`config.mk`:
```
export PLATFORM = sky130hd
export DESIGN_NAME = simd_logic_unit
export DESIGN_NICKNAME = d
export VERILOG_FILES = /design/src/rtl/simd_logic_pkg.sv /design/src/rtl/simd_operand_prep.sv /design/src/rtl/simd_bool_core.sv /design/src/rtl/simd_chunk_reduce.sv /design/src/rtl/simd_logic_unit.sv
export SDC_FILE = /design/constraint.sdc
export NUM_CORES = 1
export LEC_CHECK = 0
export BUFFER_PORTS_ARGS = -buffer_cell sky130_fd_sc_hd__clkbuf_2
export CORE_MARGIN = 2
export CORE_UTILIZATION = 30
export CTS_CLUSTER_DIAMETER = 80
export DETAILED_ROUTE_END_ITERATION = 7
export PLACE_DENSITY = 0.46
export SLEW_MARGIN = 20
export SYNTH_ARGS = -nofsm -noshare
export SYNTH_HDL_FRONTEND = slang
export SYNTH_SLANG_ARGS = --single-unit
```
`constraint.sdc`:
```
create_clock -name clk -period 11 [get_ports clk]
set_input_delay 1.65 -clock clk [delete_from_list [all_inputs] [get_ports clk]]
set_output_delay 1.65 -clock clk [all_outputs]
set_load 0.05 [all_outputs]
```
`src/rtl/simd_logic_pkg.sv`:
```
package simd_logic_pkg;
    typedef enum logic [1:0] {CH_8 = 2'b00, CH_16 = 2'b01, CH_32 = 2'b10, CH_64 = 2'b11} chunk_e;
    typedef enum logic [1:0] {CMB_NONE = 2'b00, CMB_AND = 2'b01, CMB_OR = 2'b10, CMB_RSVD = 2'b11} combine_e;
    typedef enum logic [0:0] {ST_EMPTY = 1'b0, ST_FULL = 1'b1} slot_state_e;

    function automatic int unsigned chunk_bits(input logic [1:0] sel);
        return 32'd8 << sel;
    endfunction
endpackage

```
`src/rtl/simd_operand_prep.sv`:
```
module simd_operand_prep
    import simd_logic_pkg::*;
#(
    parameter int DATA_W = 64,
    parameter int IMM_W  = 8,
    parameter int RIDX_W = 6
) (
    input  logic [RIDX_W-1:0] a_idx,
    input  logic [DATA_W-1:0] a_data,
    input  logic [RIDX_W-1:0] b_idx,
    input  logic [DATA_W-1:0] b_data,
    input  logic [IMM_W-1:0]  imm,
    input  logic              use_imm,
    input  logic              imm_sext,
    input  logic [1:0]        chunk_sel,
    output logic [DATA_W-1:0] opnd_a,
    output logic [DATA_W-1:0] opnd_b,
    output logic [DATA_W-1:0] bit_mask
);
    localparam int POS_W     = $clog2(DATA_W);
    localparam int IMM_IDX_W = $clog2(IMM_W);

    logic [DATA_W-1:0] reg_b;
    logic [DATA_W-1:0] imm_wide;
    logic [POS_W-1:0]  size_m1;
    logic [POS_W-1:0]  sel_pos;
    logic [POS_W-1:0]  pos;

    assign opnd_a = (a_idx == '0) ? '0 : a_data;
    assign reg_b  = (b_idx == '0) ? '0 : b_data;

    always_comb begin
        size_m1 = POS_W'(chunk_bits(chunk_sel) - 1);
        sel_pos = (use_imm ? imm[POS_W-1:0] : reg_b[POS_W-1:0]) & size_m1;
        for (int i = 0; i < DATA_W; i++) begin
            pos = POS_W'(i) & size_m1;
            if (int'(pos) < IMM_W)
                imm_wide[i] = imm[pos[IMM_IDX_W-1:0]];
            else
                imm_wide[i] = imm_sext & imm[IMM_W-1];
            bit_mask[i] = (pos == sel_pos);
        end
    end

    assign opnd_b = use_imm ? imm_wide : reg_b;
endmodule

```
`src/rtl/simd_bool_core.sv`:
```
module simd_bool_core #(
    parameter int DATA_W = 64
) (
    input  logic [2:0]        func_code,
    input  logic              bit_mode,
    input  logic [DATA_W-1:0] opnd_a,
    input  logic [DATA_W-1:0] opnd_b,
    input  logic [DATA_W-1:0] bit_mask,
    output logic [DATA_W-1:0] result
);
    always_comb begin
        result = '0;
        if (bit_mode) begin
            unique case (func_code)
                3'b000:  result = opnd_a & bit_mask;
                3'b001:  result = opnd_a & ~bit_mask;
                3'b010:  result = opnd_a ^ bit_mask;
                3'b011:  result = opnd_a | bit_mask;
                default: result = '0;
            endcase
        end else begin
            unique case (func_code)
                3'b000:  result = opnd_b & opnd_a;
                3'b001:  result = opnd_b & ~opnd_a;
                3'b010:  result = opnd_b ^ opnd_a;
                3'b011:  result = opnd_b | opnd_a;
                3'b100:  result = ~(opnd_b | opnd_a);
                3'b101:  result = ~(opnd_b ^ opnd_a);
                3'b110:  result = opnd_b | ~opnd_a;
                default: result = ~(opnd_b & opnd_a);
            endcase
        end
    end
endmodule

```
`src/rtl/simd_chunk_reduce.sv`:
```
module simd_chunk_reduce
    import simd_logic_pkg::*;
#(
    parameter int DATA_W = 64
) (
    input  logic [DATA_W-1:0] result_in,
    input  logic [1:0]        chunk_sel,
    input  logic [1:0]        combine_sel,
    output logic [DATA_W-1:0] result_out
);
    localparam int N8  = DATA_W / 8;
    localparam int N16 = N8 / 2;
    localparam int N32 = N8 / 4;
    localparam int N64 = N8 / 8;

    logic [N8-1:0]  all8,  any8;
    logic [N16-1:0] all16, any16;
    logic [N32-1:0] all32, any32;
    logic [N64-1:0] all64, any64;

    for (genvar g = 0; g < N8; g++) begin : g_byte
        assign all8[g] = &result_in[g*8 +: 8];
        assign any8[g] = |result_in[g*8 +: 8];
    end
    for (genvar g = 0; g < N16; g++) begin : g_half
        assign all16[g] = all8[2*g] & all8[2*g+1];
        assign any16[g] = any8[2*g] | any8[2*g+1];
    end
    for (genvar g = 0; g < N32; g++) begin : g_word
        assign all32[g] = all16[2*g] & all16[2*g+1];
        assign any32[g] = any16[2*g] | any16[2*g+1];
    end
    for (genvar g = 0; g < N64; g++) begin : g_dword
        assign all64[g] = all32[2*g] & all32[2*g+1];
        assign any64[g] = any32[2*g] | any32[2*g+1];
    end

    logic flag_all, flag_any;

    always_comb begin
        for (int i = 0; i < DATA_W; i++) begin
            unique case (chunk_e'(chunk_sel))
                CH_8:    begin flag_all = all8[i/8];   flag_any = any8[i/8];   end
                CH_16:   begin flag_all = all16[i/16]; flag_any = any16[i/16]; end
                CH_32:   begin flag_all = all32[i/32]; flag_any = any32[i/32]; end
                default: begin flag_all = all64[i/64]; flag_any = any64[i/64]; end
            endcase
            unique case (combine_e'(combine_sel))
                CMB_AND: result_out[i] = flag_all;
                CMB_OR:  result_out[i] = flag_any;
                default: result_out[i] = result_in[i];
            endcase
        end
    end
endmodule

```
`src/rtl/simd_logic_unit.sv`:
```
module simd_logic_unit
    import simd_logic_pkg::*;
#(
    parameter int DATA_W = 64,
    parameter int IMM_W  = 8,
    parameter int RIDX_W = 6
) (
    input  logic              clk,
    input  logic              rst_n,
    input  logic              in_valid,
    input  logic [2:0]        func_code,
    input  logic              bit_mode,
    input  logic              use_imm,
    input  logic              imm_sext,
    input  logic [1:0]        combine_sel,
    input  logic [1:0]        chunk_sel,
    input  logic [RIDX_W-1:0] a_idx,
    input  logic [DATA_W-1:0] a_data,
    input  logic [RIDX_W-1:0] b_idx,
    input  logic [DATA_W-1:0] b_data,
    input  logic [IMM_W-1:0]  imm,
    output logic              out_valid,
    output logic [DATA_W-1:0] out_data
);
    logic [DATA_W-1:0] opnd_a, opnd_b, bit_mask, raw_res, final_res;
    slot_state_e state, state_nxt;

    simd_operand_prep #(.DATA_W(DATA_W), .IMM_W(IMM_W), .RIDX_W(RIDX_W)) u_prep (
        .a_idx(a_idx), .a_data(a_data), .b_idx(b_idx), .b_data(b_data),
        .imm(imm), .use_imm(use_imm), .imm_sext(imm_sext), .chunk_sel(chunk_sel),
        .opnd_a(opnd_a), .opnd_b(opnd_b), .bit_mask(bit_mask)
    );

    simd_bool_core #(.DATA_W(DATA_W)) u_core (
        .func_code(func_code), .bit_mode(bit_mode), .opnd_a(opnd_a),
        .opnd_b(opnd_b), .bit_mask(bit_mask), .result(raw_res)
    );

    simd_chunk_reduce #(.DATA_W(DATA_W)) u_reduce (
        .result_in(raw_res), .chunk_sel(chunk_sel),
        .combine_sel(combine_sel), .result_out(final_res)
    );

    always_comb begin
        state_nxt = state;
        unique case (state)
            ST_EMPTY: state_nxt = in_valid ? ST_FULL : ST_EMPTY;
            ST_FULL:  state_nxt = in_valid ? ST_FULL : ST_EMPTY;
            default:  state_nxt = ST_EMPTY;
        endcase
    end

    always_ff @(posedge clk) begin
        if (!rst_n) state <= ST_EMPTY;
        else        state <= state_nxt;
    end

    always_ff @(posedge clk) begin
        if (!rst_n)        out_data <= '0;
        else if (in_valid) out_data <= final_res;
        else               out_data <= '0;
    end

    assign out_valid = (state == ST_FULL);
endmodule

```
# ---- Yosys cells after proc, flatten, opt, wreduce, memory -nomap -nowiden
# Index checks and enable logic that the tools add are counted.
# Widths: inputs -> output; s select.
dict set report word_totals {
  regBits 65
  inputBits 161
  output_inout_bits 65
  word_cells 364
}
dict set report classes {
  add_sub_neg 1
  n_lt_le_gt_ge 70
  eq_ne 73
  n_shift 1
  mux 165
  bitwise 30
  reduce_logical 22
}
# operator count
set op_table {}
lappend op_table {{$pmux 64 s7} 1}
lappend op_table {{$not 64->64} 5}
lappend op_table {{$and 64x64->64} 4}
lappend op_table {{$mux 64} 4}
lappend op_table {{$pmux 64 s4} 1}
lappend op_table {{$eq 6x6->1} 32}
lappend op_table {{$lt 6x4->1 const B} 32}
lappend op_table {{$or 64x64->64} 3}
lappend op_table {{$pmux 1 s2} 64}
lappend op_table {{$xor 64x64->64} 2}
lappend op_table {{$eq 5x6->1} 16}
lappend op_table {{$lt 5x4->1 const B} 16}
lappend op_table {{$mux 1} 74}
lappend op_table {{$reduce_and 8->1} 8}
lappend op_table {{$reduce_or 8->1} 8}
lappend op_table {{$eq 4x6->1} 8}
lappend op_table {{$pmux 1 s3} 16}
lappend op_table {{$lt 3x4->1 const B} 8}
lappend op_table {{$lt 4x4->1 const B} 8}
lappend op_table {{$eq 3x6->1} 4}
lappend op_table {{$logic_not 6->1} 3}
lappend op_table {{$lt 2x4->1 const B} 4}
lappend op_table {{$eq 2x6->1} 2}
lappend op_table {{$eq 3x3->1 const B} 3}
lappend op_table {{other kinds (17)} 36}

# ---- Logic depth before layout (Yosys ltp)
# Gate-level depths: netlist of run 1.
dict set report depth {
  word_depth 16
  depth_mapped 22
}

# ---- Cells and area by module
# Synthesis of run 1 repeated with hierarchy kept, for this count alone.
dict set report unflattened {
  hier_cells 2265
  area_unflattened_um2 17508.0
}
# mod n_inst cells_per_inst area_each_um2 seq_area_each_um2
set modules_own_cells {}
lappend modules_own_cells {simd_bool_core 1 1546 11781.3 0.0}
lappend modules_own_cells {simd_operand_prep 1 318 1974.4 0.0}
lappend modules_own_cells {simd_chunk_reduce 1 257 1905.6 0.0}
lappend modules_own_cells {simd_logic_unit 1 144 1846.8 1301.2}

# ---- Worst setup path before layout of run 1
# Ideal clock, no wire load.
dict set report synth_timing {
  path_kind {in2reg}
  start {input port use_imm}
  end {register out_data[56]}
  t_arrival_ps 5952
  required_ps 10867
  slack_ps 4915
  cell_stages 19
  cell_sequence {buf_6 > buf_6 > buf_2 > a21oi_1 > clkbuf_1 > buf_1 > nand2_1 > o21ai_0 > ha_1 > mux4_2 > mux2_2 > a22oi_1 > and3_1 > nand4_1 > or3_1 > or4_4 > o311ai_4 > a41oi_4 > a21boi_1}
}
dict set report synth_between {
  elab_chain_len 13
}
# item line_no
set synth_lines {}
lappend synth_lines {{from (decl)} simd_logic_unit.sv:13} ;# input logic use_imm,
lappend synth_lines {{$mux 6} simd_operand_prep.sv:34} ;# sel_pos = (use_imm ? imm[POS_W-1:0] : reg_b[POS_W-1:0]) & size_m1;
lappend synth_lines {{$and 6x6->6} simd_operand_prep.sv:34}
lappend synth_lines {{$eq 1x6->1 (tied with other cells)} simd_operand_prep.sv:41} ;# bit_mask[i] = (pos == sel_pos);
lappend synth_lines {{$not 64->64} simd_bool_core.sv:16} ;# 3'b001: result = opnd_a & ~bit_mask;
lappend synth_lines {{$and 64x64->64} simd_bool_core.sv:16}
lappend synth_lines {{$pmux 64 s4} simd_bool_core.sv:14} ;# unique case (func_code)
lappend synth_lines {{$mux 64 (*)} simd_bool_core.sv:13} ;# if (bit_mode) begin
lappend synth_lines {{$reduce_or 8->1 / $reduce_and 8->1 (equally long branches)} {simd_chunk_reduce.sv:23, simd_chunk_reduce.sv:22}}
lappend synth_lines {{$or 1x1->1 / $and 1x1->1 (equally long branches)} {simd_chunk_reduce.sv:27, simd_chunk_reduce.sv:26}}
lappend synth_lines {{$or 1x1->1 / $and 1x1->1 (equally long branches)} {simd_chunk_reduce.sv:31, simd_chunk_reduce.sv:30}}
lappend synth_lines {{$or 1x1->1 / $and 1x1->1 (equally long branches)} {simd_chunk_reduce.sv:35, simd_chunk_reduce.sv:34}}
lappend synth_lines {{$pmux 1 s3} simd_chunk_reduce.sv:42} ;# unique case (chunk_e'(chunk_sel))
lappend synth_lines {{$pmux 1 s2 (*)} simd_chunk_reduce.sv:48} ;# unique case (combine_e'(combine_sel))
lappend synth_lines {{to (signal assigned)} simd_logic_unit.sv:60} ;# else if (in_valid) out_data <= final_res;
lappend synth_lines {{to (decl)} simd_logic_unit.sv:23} ;# output logic [DATA_W-1:0] out_data
# Mark *: on every way between the ends. The rest lies on a longest branch, timed or not.
# A chain may end at the register's enable or synchronous reset.

# ---- Worst setup path after layout of run 1
dict set report layout_timing {
  start {input port use_imm}
  end {register out_data[10]}
}
# The elaborated chain is that of the path after synthesis.

==> results of run 1 <==
-- flip-flops by register name (all words and copies together) (netlist names) --
name and count:
out_valid 1, out_data 64
-- worst paths after layout --
path | from | end | slack [ps]
setup / recovery | use_imm | out_data[10] | 3460
hold / removal | a_data[32] | out_data[32] | 1750
-- per-layer routing --
layer	vias up	track usage	share of wire
met4	0	0.105	0.041
met2	911	0.432	0.43
met5	-	0	0
met1	8762	0.385	0.44
li1	8223	-	-
met3	156	0.0484	0.088
-- synthesized netlist by cell type, types with 20 or more instances --
| cell type | instances | share of area |
|---|---|---|
| mux2i_1 | 20 | 0.012 |
| dfxtp_1 | 65 | 0.078 |
| buf_2 | 61 | 0.018 |
| mux4_2 | 50 | 0.068 |
| clkbuf_1 | 77 | 0.017 |
| a22oi_1 | 33 | 0.015 |
| a21oi_1 | 145 | 0.044 |
| nand2_1 | 257 | 0.058 |
| o21ai_0 | 120 | 0.036 |
| nand2b_1 | 36 | 0.014 |
| nand4_1 | 24 | 0.0090 |
| a221o_1 | 29 | 0.017 |
| and2_1 | 71 | 0.027 |
| ha_1 | 322 | 0.24 |
| a32oi_1 | 24 | 0.013 |
| o311ai_0 | 25 | 0.013 |
| nor2b_1 | 32 | 0.012 |
| nor2_1 | 144 | 0.032 |
| nand3_1 | 36 | 0.011 |
| inv_1 | 190 | 0.043 |
| o211ai_1 | 22 | 0.0099 |
| a31oi_1 | 21 | 0.0079 |
| a211oi_1 | 37 | 0.017 |
| a221oi_1 | 37 | 0.019 |
-- where the power goes --
group | leakage, nW | total, mW | switching, mW | internal [mW]
Sequential | 0.534 | 0.260 | 0.00681 | 0.254
Combinational | 7.55 | 0.844 | 0.569 | 0.274
Clock | 0.124 | 0.250 | 0.102 | 0.149
-- cells by family (layout without fill, tap and decap cells) --
| kind of cell | count (synthesis) | count (layout) | synth area share |
|---|---|---|---|
| muxes | 91 | 91 | 0.0948 |
| adders and majority gates | 322 | 322 | 0.242 |
| xor gates and xnor gates | 8 | 8 | 0.00421 |
| DFF | 65 | 65 | 0.0782 |
| AOI/OAI and AO/OA | 639 | 639 | 0.276 |
| and+or+nand+nor | 714 | 714 | 0.215 |
| buffers and inverters | 359 | 475 | 0.0893 |
-- stage by stage --
step | util | instances | power (mW) | hold slack [ps] | instance area (µm²)
after floorplan | - | 2198 | 0.805 | 1890 | 16600
after global placement | 0.333 | 3048 | 1.07 | 2070 | 18300
after detailed placement | 0.333 | 3048 | 1.09 | 2080 | 18300
after CTS | 0.338 | 3062 | 1.34 | 1740 | 18600
after global routing | 0.338 | 3062 | 1.43 | 1770 | 18600
final | 0.338 | 3062 | 1.35 | 1750 | 18600
-- critical path: stages --
cell	delay (ps)
buf_2	380
buf_4	620
o21ai_1	330
a21oi_1	570
nor2_1	250
ha_1	370
mux4_2	450
mux2_2	280
a22o_1	210
a311oi_1	870
nor2_1	110
nand4b_1	210
nor4_2	110
o2111a_1	290
nor3_1	790
a22oi_1	160
-- layout make-up --
type	count	area [µm²]
clock buffer	10	229
clock inverter	4	22.5
fill	5865	36400
inverter	194	736
multi-input combinational	1774	13900
sequential	65	1300
tap	748	936
timing repair buffer	267	1450
==> impl_metrics.json, run 1 <==
{
  "io_buffers": 225,
  "synth_area_mm2": 0.0166,
  "drtAntennaViolNets": 0,
  "path_clk_slew_ps": 50,
  "start_kind": "input port",
  "ys_seq_area_frac": 0.0782,
  "vias": 18100,
  "drive_gt1_frac": 0.184,
  "wl_um": 82100,
  "coreArea_mm2": 0.0550,
  "worstMarginPinSlew_ps": 1180,
  "worstPathArrival_ps": 7680,
  "cts-resized-gates": 0,
  "cp.required_ps": 11150,
  "grt_pass1_wl_um": 118000,
  "fp.dieArea_mm2": 0.0573,
  "syn_inst": 2198,
  "first_pass_iters": 6,
  "totalNegativeSetupSlack_ps": 0,
  "maxCapViolations": 0,
  "final_common_cell": "ha_1",
  "wire_per_inst_um": 26.8,
  "cp-end-kind": "flip-flop",
  "routed_via_density": 5.90,
  "grt_pass1_vias": 17200,
  "ys_warn_count": 0,
  "finalHoldViolCount": 0,
  "post_cts_buffers": 0,
  "drc": 0,
  "synth_nets": 2681,
  "fp-row-count": 86,
  "globalRouteOverflowTotal": 0,
  "pre_cts_ws_ps": 3350,
  "min_path_cells": 3,
  "pin_count": 226,
  "diodes": 0,
  "rsz0062_at_grt": "false",
  "layout_min_cycle_time_ps": 7540,
  "path_class": "in -> reg",
  "path_max_fanout": 54,
  "period_share": 0.685,
  "chipHeight_um": 239,
  "synthToLayoutAreaGrowth_pct": 11.8,
  "floorplan.initialDensity": 0.302,
  "cts_hold_buffers": 0,
  "h-tree-depth": 3,
  "ys.flop_type": "dfxtp_1",
  "synthArstFlopShare": 0,
  "hpwl_um": 62900,
  "numCtsBuffers": 9,
  "setup_violations": 0,
  "outcome": "finished clean",
  "syn_area_per_cell_um2": 7.57,
  "drt_iter0_markers": 2042,
  "synth-edff-count": 0,
  "grt.total_usage": 0.279,
  "clock.fmax_mhz": 133,
  "p_leak_nw": 8.21,
  "antenna_found_initial": 1,
  "gp_congestion": 0.982,
  "ys_types": 107,
  "hold_path.class": "in -> reg",
  "slew_headroom": 0.216,
  "dieWidth_um": 239,
  "synth-seq-cells": 65,
  "grt_max_degree": 75,
  "cts_tree": "yes",
  "setup_ws_ps": 3460,
  "clock_path_buffers": 2,
  "power_per_cell_area_mw_per_mm2": 72.8,
  "slew_violations": 0,
  "cts_root_buf": "clkbuf_16",
  "clock_sinks": 65,
  "peakVddDrop_mv": 0.0754,
  "most-common-layout-cells": "321 x ha_1, 256 x nand2_1, 222 x clkbuf_2",
  "final_net_count": 2794
}
No activity file was read; power rests on OpenSTA's default activity.
==> run 2: changes to the inputs <==
clock period = 7.71 ns   (was 11 ns; I/O delays follow)
==> impl_metrics.json, run 2 (synthesis gave the netlist of run 1 again) <==
{
  "drtAntennaViolNets": 0,
  "worstPathArrival_ps": 6720,
  "chipHeight_um": 239,
  "floorplan.initialDensity": 0.302,
  "io_buffers": 225,
  "most-common-layout-cells": "321 x ha_1, 256 x nand2_1, 222 x clkbuf_2",
  "outcome": "finished clean",
  "grt_max_degree": 69,
  "vias": 18600,
  "cp-end-kind": "flip-flop",
  "clock_sinks": 65,
  "p_int_mw": 1.06,
  "hpwl_um": 66000,
  "largest_register_ffs": 64,
  "p_total_mw": 2.05,
  "period_share": 0.852,
  "hold_path.class": "in -> reg",
  "pin_count": 226,
  "worstMarginPinSlew_ps": 1110,
  "path_clk_slew_ps": 50,
  "antenna_found_initial": 3,
  "p_sw_mw": 0.983,
  "power_per_cell_area_mw_per_mm2": 108,
  "p_clk_frac": 0.215,
  "final_net_count": 2829,
  "fp-row-count": 86,
  "seqPwrFrac": 0.181,
  "wire_per_inst_um": 27.5,
  "slew_violations": 0,
  "slew_headroom": 0.255,
  "p_leak_nw": 8.42,
  "gp_congestion": 0.993,
  "path_max_fanout": 45,
  "cts_root_buf": "clkbuf_16",
  "h-tree-depth": 3,
  "hold_slack_ps": 1240,
  "wl_um": 85200,
  "drc": 0,
  "drive_gt1_frac": 0.196,
  "numCtsBuffers": 9,
  "drt_iter0_markers": 2057,
  "clock.fmax_mhz": 152,
  "first_pass_iters": 6,
  "path_class": "in -> reg",
  "grt_pass1_vias": 17600,
  "routed_via_density": 5.99,
  "totalNegativeSetupSlack_ps": 0,
  "peakVddDrop_mv": 0.103,
  "layout_min_cycle_time_ps": 6570,
  "start_kind": "input port",
  "synthToLayoutAreaGrowth_pct": 14.0,
  "regMostFlops": "out_data",
  "p_comb_frac": 0.604,
  "dieWidth_um": 239,
  "fp.dieArea_mm2": 0.0573,
  "coreArea_mm2": 0.0550,
  "globalRouteOverflowTotal": 0,
  "grt_pass1_wl_um": 122000,
  "clock_path_buffers": 2,
  "cts_tree": "yes",
  "cp.required_ps": 7860,
  "cts_hold_buffers": 0,
  "setup_violations": 0,
  "finalHoldViolCount": 0,
  "maxCapViolations": 0,
  "post_cts_buffers": 0,
  "swShare": 0.481,
  "cts-resized-gates": 0,
  "rsz0062_at_grt": "false",
  "grt.total_usage": 0.289,
  "final_common_cell": "ha_1"
}
[run 2: cell type report]
| cell class | count | area (µm²) |
|---|---|---|
| multi-input cells | 1774 | 13900 |
| inverters | 194 | 736 |
| clock buffers | 11 | 243 |
| well taps | 748 | 936 |
| repair buffers | 302 | 1760 |
| clock inverters | 5 | 78.8 |
| fillers | 5881 | 36000 |
| diodes | 1 | 2.50 |
| flip-flops and latches | 65 | 1300 |
[run 2: worst paths after layout]
kind | startpoint | depth (start not counted) | to | slack [ps]
worst max-delay path | use_imm | 17 | out_data[17] | 1140
worst min-delay path | a_data[32] | 3 | out_data[32] | 1240
[run 2: layer usage]
metal  global-route usage  vias up  part of all wire
li1                     -     8300                 -
met1                0.390     9073              0.43
met2                0.446     1032              0.43
met3               0.0566      173             0.093
met4                0.123        6             0.045
met5                    0        -           0.00052
[run 2: power by group through the flow]
| stage | Combinational (mW) | Sequential (mW) | Clock [mW] |
|---|---|---|---|
| after floorplan | 0.685 | 0.464 | 0 |
| after global placement | 1.18 | 0.380 | 0 |
| after detailed placement | 1.20 | 0.379 | 0 |
| after CTS | 1.21 | 0.372 | 0.446 |
| after global routing | 1.32 | 0.373 | 0.461 |
| final | 1.24 | 0.371 | 0.439 |
[run 2: metrics by stage]
step | instances | setup WS [ps] | instance area [µm²] | util
after floorplan | 2198 | 2120 | 16600 | -
after detailed placement | 3083 | 918 | 18600 | 0.339
after global placement | 3083 | 992 | 18600 | 0.339
after global routing | 3099 | 810 | 19000 | 0.345
final | 3100 | 1140 | 19000 | 0.345
after CTS | 3099 | 1250 | 19000 | 0.345
[run 2: critical path, stage by stage]
cell	delay, ps
buf_2	520
buf_4	550
or4b_1	520
and2_1	230
a22oi_1	640
nand2_1	190
ha_1	320
nand2_1	50
o21ai_0	90
a22o_1	230
a311oi_2	650
nor2_1	120
nand4b_1	190
nor4_2	110
o2111a_1	280
nor3_1	690
a22oi_1	160
